===== config.mk =====
export PLATFORM = sky130hd
export DESIGN_NAME = str_xfer_seq
export DESIGN_NICKNAME = d
export VERILOG_FILES = /design/src/rtl/str_seq_pkg.sv /design/src/rtl/str_seq_fsm.sv /design/src/rtl/str_seq_regs.sv /design/src/rtl/str_seq_req.sv /design/src/rtl/str_xfer_seq.sv
export SDC_FILE = /design/constraint.sdc
export NUM_CORES = 1
export LEC_CHECK = 0
export BUFFER_PORTS_ARGS = -buffer_cell sky130_fd_sc_hd__clkbuf_2
export CAP_MARGIN = 30
export CORE_MARGIN = 2
export CORE_UTILIZATION = 56
export DETAILED_ROUTE_END_ITERATION = 8
export PLACE_DENSITY = 0.87
export SKIP_LAST_GASP = 1
export SLEW_MARGIN = 20
export SYNTH_ARGS = -nofsm -noshare
export SYNTH_HDL_FRONTEND = slang
export SYNTH_SLANG_ARGS = --single-unit
export TNS_END_PERCENT = 20

===== constraint.sdc =====
create_clock -name clk -period 5.2 [get_ports clk]
set_clock_uncertainty 0.1 [all_clocks]
set_input_delay 1.04 -clock clk [delete_from_list [all_inputs] [get_ports clk]]
set_output_delay 1.04 -clock clk [all_outputs]
set_load 0.01 [all_outputs]

===== src/rtl/str_seq_pkg.sv =====
package str_seq_pkg;

  typedef enum logic [1:0] {
    OP_MOVE  = 2'd0,
    OP_STORE = 2'd1,
    OP_LOAD  = 2'd2,
    OP_SPARE = 2'd3
  } xfer_op_e;

  typedef enum logic [2:0] {
    ST_IDLE = 3'd0,
    ST_RD   = 3'd1,
    ST_WR   = 3'd2,
    ST_ADV  = 3'd3,
    ST_DONE = 3'd4
  } seq_state_e;

  // Operations that read a source element (spare code behaves as move)
  function automatic logic reads_source(input xfer_op_e op);
    return op != OP_STORE;
  endfunction

  // Operations that write a destination element
  function automatic logic writes_dest(input xfer_op_e op);
    return op != OP_LOAD;
  endfunction

endpackage


===== src/rtl/str_seq_fsm.sv =====
module str_seq_fsm
  import str_seq_pkg::*;
(
  input  logic       clk,
  input  logic       rst_n,
  input  logic       start,
  input  xfer_op_e   op_sel,
  input  logic       rep_sel,
  input  logic       cx_init_zero,
  input  xfer_op_e   op_q,
  input  logic       mem_ready,
  input  logic       last_elem,
  output seq_state_e state,
  output logic       accept,
  output logic       rd_hs,
  output logic       adv,
  output logic       done,
  output logic       busy
);

  seq_state_e nxt;

  always_comb begin
    nxt    = state;
    accept = 1'b0;
    rd_hs  = 1'b0;
    adv    = 1'b0;
    unique case (state)
      ST_IDLE: begin
        if (start) begin
          accept = 1'b1;
          if (rep_sel && cx_init_zero)   nxt = ST_DONE;
          else if (reads_source(op_sel)) nxt = ST_RD;
          else                           nxt = ST_WR;
        end
      end
      ST_RD: begin
        if (mem_ready) begin
          rd_hs = 1'b1;
          nxt   = writes_dest(op_q) ? ST_WR : ST_ADV;
        end
      end
      ST_WR: begin
        if (mem_ready) nxt = ST_ADV;
      end
      ST_ADV: begin
        adv = 1'b1;
        if (last_elem)              nxt = ST_DONE;
        else if (reads_source(op_q)) nxt = ST_RD;
        else                         nxt = ST_WR;
      end
      ST_DONE: nxt = ST_IDLE;
      default: nxt = ST_IDLE;
    endcase
  end

  always_ff @(posedge clk or negedge rst_n) begin
    if (!rst_n) state <= ST_IDLE;
    else        state <= nxt;
  end

  assign done = (state == ST_DONE);
  assign busy = (state != ST_IDLE);

endmodule


===== src/rtl/str_seq_regs.sv =====
module str_seq_regs
  import str_seq_pkg::*;
#(
  parameter int W = 16
) (
  input  logic         clk,
  input  logic         rst_n,
  input  logic         accept,
  input  xfer_op_e     op_sel,
  input  logic         wide_sel,
  input  logic         rep_sel,
  input  logic         dir_sel,
  input  logic [W-1:0] si_init,
  input  logic [W-1:0] di_init,
  input  logic [W-1:0] cx_init,
  input  logic [W-1:0] ds_init,
  input  logic [W-1:0] es_init,
  input  logic [W-1:0] acc_init,
  input  logic         rd_hs,
  input  logic [W-1:0] rdata,
  input  logic         adv,
  output xfer_op_e     op_q,
  output logic         wide_q,
  output logic         rep_q,
  output logic         dir_q,
  output logic [W-1:0] si_q,
  output logic [W-1:0] di_q,
  output logic [W-1:0] cx_q,
  output logic [W-1:0] ds_q,
  output logic [W-1:0] es_q,
  output logic [W-1:0] acc_q,
  output logic [W-1:0] buf_q,
  output logic         last_elem
);

  localparam int HW   = W / 2;
  localparam int NPTR = 2;

  // Signed step for one element, modulo 2^W
  function automatic logic [W-1:0] ptr_step(input logic [W-1:0] p,
                                            input logic wide,
                                            input logic dir);
    logic [W-1:0] d;
    d = wide ? W'(2) : W'(1);
    return dir ? (p - d) : (p + d);
  endfunction

  logic [W-1:0] ptr_q    [NPTR];
  logic [W-1:0] ptr_init [NPTR];
  logic         ptr_used [NPTR];

  assign ptr_init[0] = si_init;
  assign ptr_init[1] = di_init;
  assign ptr_used[0] = reads_source(op_q);
  assign ptr_used[1] = writes_dest(op_q);

  for (genvar g = 0; g < NPTR; g++) begin : g_ptr
    always_ff @(posedge clk or negedge rst_n) begin
      if (!rst_n)                  ptr_q[g] <= '0;
      else if (accept)             ptr_q[g] <= ptr_init[g];
      else if (adv && ptr_used[g]) ptr_q[g] <= ptr_step(ptr_q[g], wide_q, dir_q);
    end
  end

  assign si_q = ptr_q[0];
  assign di_q = ptr_q[1];

  always_ff @(posedge clk or negedge rst_n) begin
    if (!rst_n) begin
      op_q   <= OP_MOVE;
      wide_q <= 1'b0;
      rep_q  <= 1'b0;
      dir_q  <= 1'b0;
      cx_q   <= '0;
      ds_q   <= '0;
      es_q   <= '0;
      acc_q  <= '0;
      buf_q  <= '0;
    end else if (accept) begin
      op_q   <= op_sel;
      wide_q <= wide_sel;
      rep_q  <= rep_sel;
      dir_q  <= dir_sel;
      cx_q   <= cx_init;
      ds_q   <= ds_init;
      es_q   <= es_init;
      acc_q  <= acc_init;
    end else begin
      if (rd_hs) begin
        buf_q <= wide_q ? rdata : {{(W-HW){1'b0}}, rdata[HW-1:0]};
        if (op_q == OP_LOAD)
          acc_q <= wide_q ? rdata : {acc_q[W-1:HW], rdata[HW-1:0]};
      end
      if (adv && rep_q) cx_q <= cx_q - W'(1);
    end
  end

  assign last_elem = !rep_q || (cx_q == W'(1));

endmodule


===== src/rtl/str_seq_req.sv =====
module str_seq_req
  import str_seq_pkg::*;
#(
  parameter int W = 16
) (
  input  seq_state_e   state,
  input  xfer_op_e     op_q,
  input  logic         wide_q,
  input  logic [W-1:0] si_q,
  input  logic [W-1:0] di_q,
  input  logic [W-1:0] ds_q,
  input  logic [W-1:0] es_q,
  input  logic [W-1:0] acc_q,
  input  logic [W-1:0] buf_q,
  output logic         mem_valid,
  output logic         mem_write,
  output logic         mem_wide,
  output logic [W-1:0] mem_seg,
  output logic [W-1:0] mem_off,
  output logic [W-1:0] mem_wdata
);

  localparam int HW = W / 2;

  logic [W-1:0] wsrc;

  assign mem_valid = (state == ST_RD) || (state == ST_WR);
  assign mem_write = (state == ST_WR);
  assign mem_wide  = wide_q;
  assign mem_seg   = mem_write ? es_q : ds_q;
  assign mem_off   = mem_write ? di_q : si_q;
  assign wsrc      = reads_source(op_q) ? buf_q : acc_q;
  assign mem_wdata = wide_q ? wsrc : {{(W-HW){1'b0}}, wsrc[HW-1:0]};

endmodule


===== src/rtl/str_xfer_seq.sv =====
module str_xfer_seq
  import str_seq_pkg::*;
#(
  parameter int W = 16
) (
  input  logic         clk,
  input  logic         rst_n,
  input  logic         start,
  input  logic [1:0]   op_sel,
  input  logic         wide_sel,
  input  logic         rep_sel,
  input  logic         dir_sel,
  input  logic [W-1:0] si_init,
  input  logic [W-1:0] di_init,
  input  logic [W-1:0] cx_init,
  input  logic [W-1:0] ds_init,
  input  logic [W-1:0] es_init,
  input  logic [W-1:0] acc_init,
  output logic         mem_valid,
  output logic         mem_write,
  output logic         mem_wide,
  output logic [W-1:0] mem_seg,
  output logic [W-1:0] mem_off,
  output logic [W-1:0] mem_wdata,
  input  logic         mem_ready,
  input  logic [W-1:0] mem_rdata,
  output logic         busy,
  output logic         done,
  output logic [W-1:0] si_out,
  output logic [W-1:0] di_out,
  output logic [W-1:0] cx_out,
  output logic [W-1:0] acc_out
);

  xfer_op_e     op_in;
  xfer_op_e     op_q;
  seq_state_e   state;
  logic         accept, rd_hs, adv_evt, last_elem;
  logic         wide_q, rep_q, dir_q;
  logic [W-1:0] si_q, di_q, cx_q, ds_q, es_q, acc_q, buf_q;

  assign op_in = xfer_op_e'(op_sel);

  str_seq_fsm u_fsm (
    .clk          (clk),
    .rst_n        (rst_n),
    .start        (start),
    .op_sel       (op_in),
    .rep_sel      (rep_sel),
    .cx_init_zero (cx_init == '0),
    .op_q         (op_q),
    .mem_ready    (mem_ready),
    .last_elem    (last_elem),
    .state        (state),
    .accept       (accept),
    .rd_hs        (rd_hs),
    .adv          (adv_evt),
    .done         (done),
    .busy         (busy)
  );

  str_seq_regs #(.W(W)) u_regs (
    .clk       (clk),
    .rst_n     (rst_n),
    .accept    (accept),
    .op_sel    (op_in),
    .wide_sel  (wide_sel),
    .rep_sel   (rep_sel),
    .dir_sel   (dir_sel),
    .si_init   (si_init),
    .di_init   (di_init),
    .cx_init   (cx_init),
    .ds_init   (ds_init),
    .es_init   (es_init),
    .acc_init  (acc_init),
    .rd_hs     (rd_hs),
    .rdata     (mem_rdata),
    .adv       (adv_evt),
    .op_q      (op_q),
    .wide_q    (wide_q),
    .rep_q     (rep_q),
    .dir_q     (dir_q),
    .si_q      (si_q),
    .di_q      (di_q),
    .cx_q      (cx_q),
    .ds_q      (ds_q),
    .es_q      (es_q),
    .acc_q     (acc_q),
    .buf_q     (buf_q),
    .last_elem (last_elem)
  );

  str_seq_req #(.W(W)) u_req (
    .state     (state),
    .op_q      (op_q),
    .wide_q    (wide_q),
    .si_q      (si_q),
    .di_q      (di_q),
    .ds_q      (ds_q),
    .es_q      (es_q),
    .acc_q     (acc_q),
    .buf_q     (buf_q),
    .mem_valid (mem_valid),
    .mem_write (mem_write),
    .mem_wide  (mem_wide),
    .mem_seg   (mem_seg),
    .mem_off   (mem_off),
    .mem_wdata (mem_wdata)
  );

  assign si_out  = si_q;
  assign di_out  = di_q;
  assign cx_out  = cx_q;
  assign acc_out = acc_q;

endmodule


==> flow_summary.toml <==
[outcome]
status = "completed"

[sta]
period_share = 0.674
setup_viol_count_final = 0
drv_slew = 0
worst_slew_pin_slew_ns = 0.810
slew_headroom = 0.458
finalHoldViolations = 0
fin_ws_ns = 1.69
max_freq_mhz = 285
rsz0062_at_grt = "false"
period_minus_slack_ns = 3.51
holdWs_ns = 0.371
tns_ns = 0

[detailed_routing]
vias_per_cell = 5.66
post_drt_wl_per_cell_microns = 15.8
vias = 7129
drtPass1Iterations = 5
drc_errors = 0
antenna_left = 0
drtIter0Drc = 546
wl_microns = 19900

[clock_network]
holdBufCountCts = 0
cts_setup_buffers = 0
clock_sink_count = 120
clock_path_buffers = 2
cts_root_buf = "clkbuf_16"
cts_buffers = 17
htree_levels = 4
clkSlewWorstSetupHoldPaths_ns = 0.05
cts_resized = 0
cts_tree = "built"
clkLatencyLatePin_ns = 0.41

[synthesis]
yosysWarnings = 0
avgSynthCellArea_sq_um = 8.45
netlist_instances = 857
ys_seq_elements = 120
ys_seq_area_frac = 0.414
yosysTopAreaCellShare = 0.414
synthTopCellsByArea = "dfrtp_1, nand2_1, mux2_2"
ys_async_sr_fraction = 1.00
syn_area_sq_um = 7250
synth_nets = 1010
synth_edf_count = 0
synth.distinct_cells = 57
synth-main-ff-cell = "dfrtp_1"
yosysTopAreaCell = "dfrtp_1"

[place]
pre_cts_slack_ns = 1.73
portBuffers = 237
place_hpwl_microns = 14100
place_congestion = 0.933

[grt]
grt_max_degree = 120
grt_pass1_vias = 6658
grt_pass1_wl_microns = 32900
antenna_found_initial = 1
grt_usage = 0.292
grt_overflow = 0

[critical_path]
crit_arrival_ns = 3.76
crit_family = "compound AO/OA/AOI/OAI gates"
setup.worst_path.start = "u_regs.wide_q"
reg2reg_from = "u_regs.wide_q"
r2r_setup_slack_ns = 1.69
path_max_fanout = 14
timing.critical_path.buf_inv = 1
crit_path_end_kind = "flip-flop"
startpoint_type = "flip-flop"
required_ns = 5.45
crit_slowest_cell = "dfrtp_1"
cp_cell_sequence = "inv_1, ha_1, and4bb_1, o41a_1, a31oi_2, o31ai_1, a41o_1, a311oi_2, xor2_1, or4_1, nand3_1"
path_class = "reg2reg"
cp_slowest_stage_delay_ns = 0.53

[floorplanning]
die_w_microns = 118
dieArea_sq_um = 13900
start_util = 0.574
rows = 41
die_h_microns = 118
ios = 238
coreArea_sq_um = 12600

[finish]
antenna_cells = 0
multiInputGateArea_sq_um = 4060
nets = 1230
fillCellCount = 1021
drive_gt1_frac = 0.301
seq_area_sq_um = 3000
mostFrequentLayoutCell = "clkbuf_2"
area_growth_pct = 26.0
final_cell_mix = "clkbuf_2, nand2_1, dfrtp_1"

[power]
power.density_nw_per_um2 = 751
total_power_mw = 6.86
ir_drop_mv = 0.377
p_leak_nw = 4.59

[hold_path]
hold_path_startpoint = "u_regs.es_q[9]"
hp-class = "reg2reg"

[job]
max-cap-violations = 0
state kept, by name, summed over array words and instances (netlist names), 3 cells and up:
name and cells:
u_regs.cx_q 16, u_regs.si_q 16, u_regs.es_q 16, u_regs.buf_q 16
u_regs.ds_q 16, u_fsm.state 3, u_regs.di_q 16, u_regs.acc_q 16
power by group:
group | switching [mW] | internal, mW
sequential | 0.464 | 1.39
clock | 0.411 | 0.686
combinational | 2.22 | 1.68
logic make-up after synthesis:
kind of cell	after synthesis	synth area share
AOI/OAI and AO/OA	192	0.161
muxes	52	0.0787
DFF	120	0.414
adders and majority gates	33	0.0566
and+or+nand+nor	382	0.231
xor gates and xnor gates	25	0.0302
buffers and inverters	53	0.0280
per-layer routing:
metal  routed length, microns  vias up  global-route usage  part of all wire
li1                         -     3440                   -                 -
met1                     8610     3327               0.393              0.43
met2                     9150      301               0.443              0.46
met3                     1440       59              0.0741             0.072
met4                      677        2               0.141             0.034
met5                       16        -                   0           0.00080
final timing paths:
check | end | cells after the start
worst min register to register | u_regs.es_q[9] | 2
worst max-delay path | u_regs.di_q[15] | 11
max in group asynchronous | u_regs.di_q[3] | 2
worst min-delay path | u_regs.es_q[9] | 2
worst max register to register | u_regs.di_q[15] | 11
min in group asynchronous | u_regs.cx_q[11] | 2
cell usage after synthesis (6+ instances only):
library cell,n
a21o_1,7
nor2b_1,8
inv_1,9
ha_1,32
nor2_1,59
mux2_2,40
xnor2_1,10
clkbuf_1,35
o211ai_1,7
buf_1,6
nor3b_1,6
nand2_1,235
o21a_1,6
nor3_1,12
xor2_1,15
o21ai_0,60
a31oi_1,6
o22ai_1,9
mux2i_1,12
a21oi_1,61
nor4_1,9
nand2b_1,10
dfrtp_1,120
or2_2,6
nand3_1,12
per-stage QoR:
stage / instance area (sq um) / instances / util
floorplan: 7250 / 857 / -
global placement: 8560 / 1229 / 0.679
detailed placement: 8560 / 1229 / 0.679
CTS: 9110 / 1259 / 0.722
global route: 9130 / 1260 / 0.724
finish: 9130 / 1260 / 0.724
worst reg2reg max path, cell delays in order, from the launching register on:
cell and delay, ns:
dfrtp_1 0.53, inv_1 0.35, ha_1 0.26, and4bb_1 0.24
o41a_1 0.43, a31oi_2 0.24, o31ai_1 0.12, a41o_1 0.29
a311oi_2 0.29, xor2_1 0.12, or4_1 0.41, nand3_1 0.07
area by class of cell:
type,count,area share
clock inverter,8,0.00808
timing repair buffer,245,0.139
sequential,120,0.329
multi-input combinational,684,0.444
tap,172,0.0236
inverter,9,0.00370
clock buffer,22,0.0519
Power figures use the tool's default switching activity.
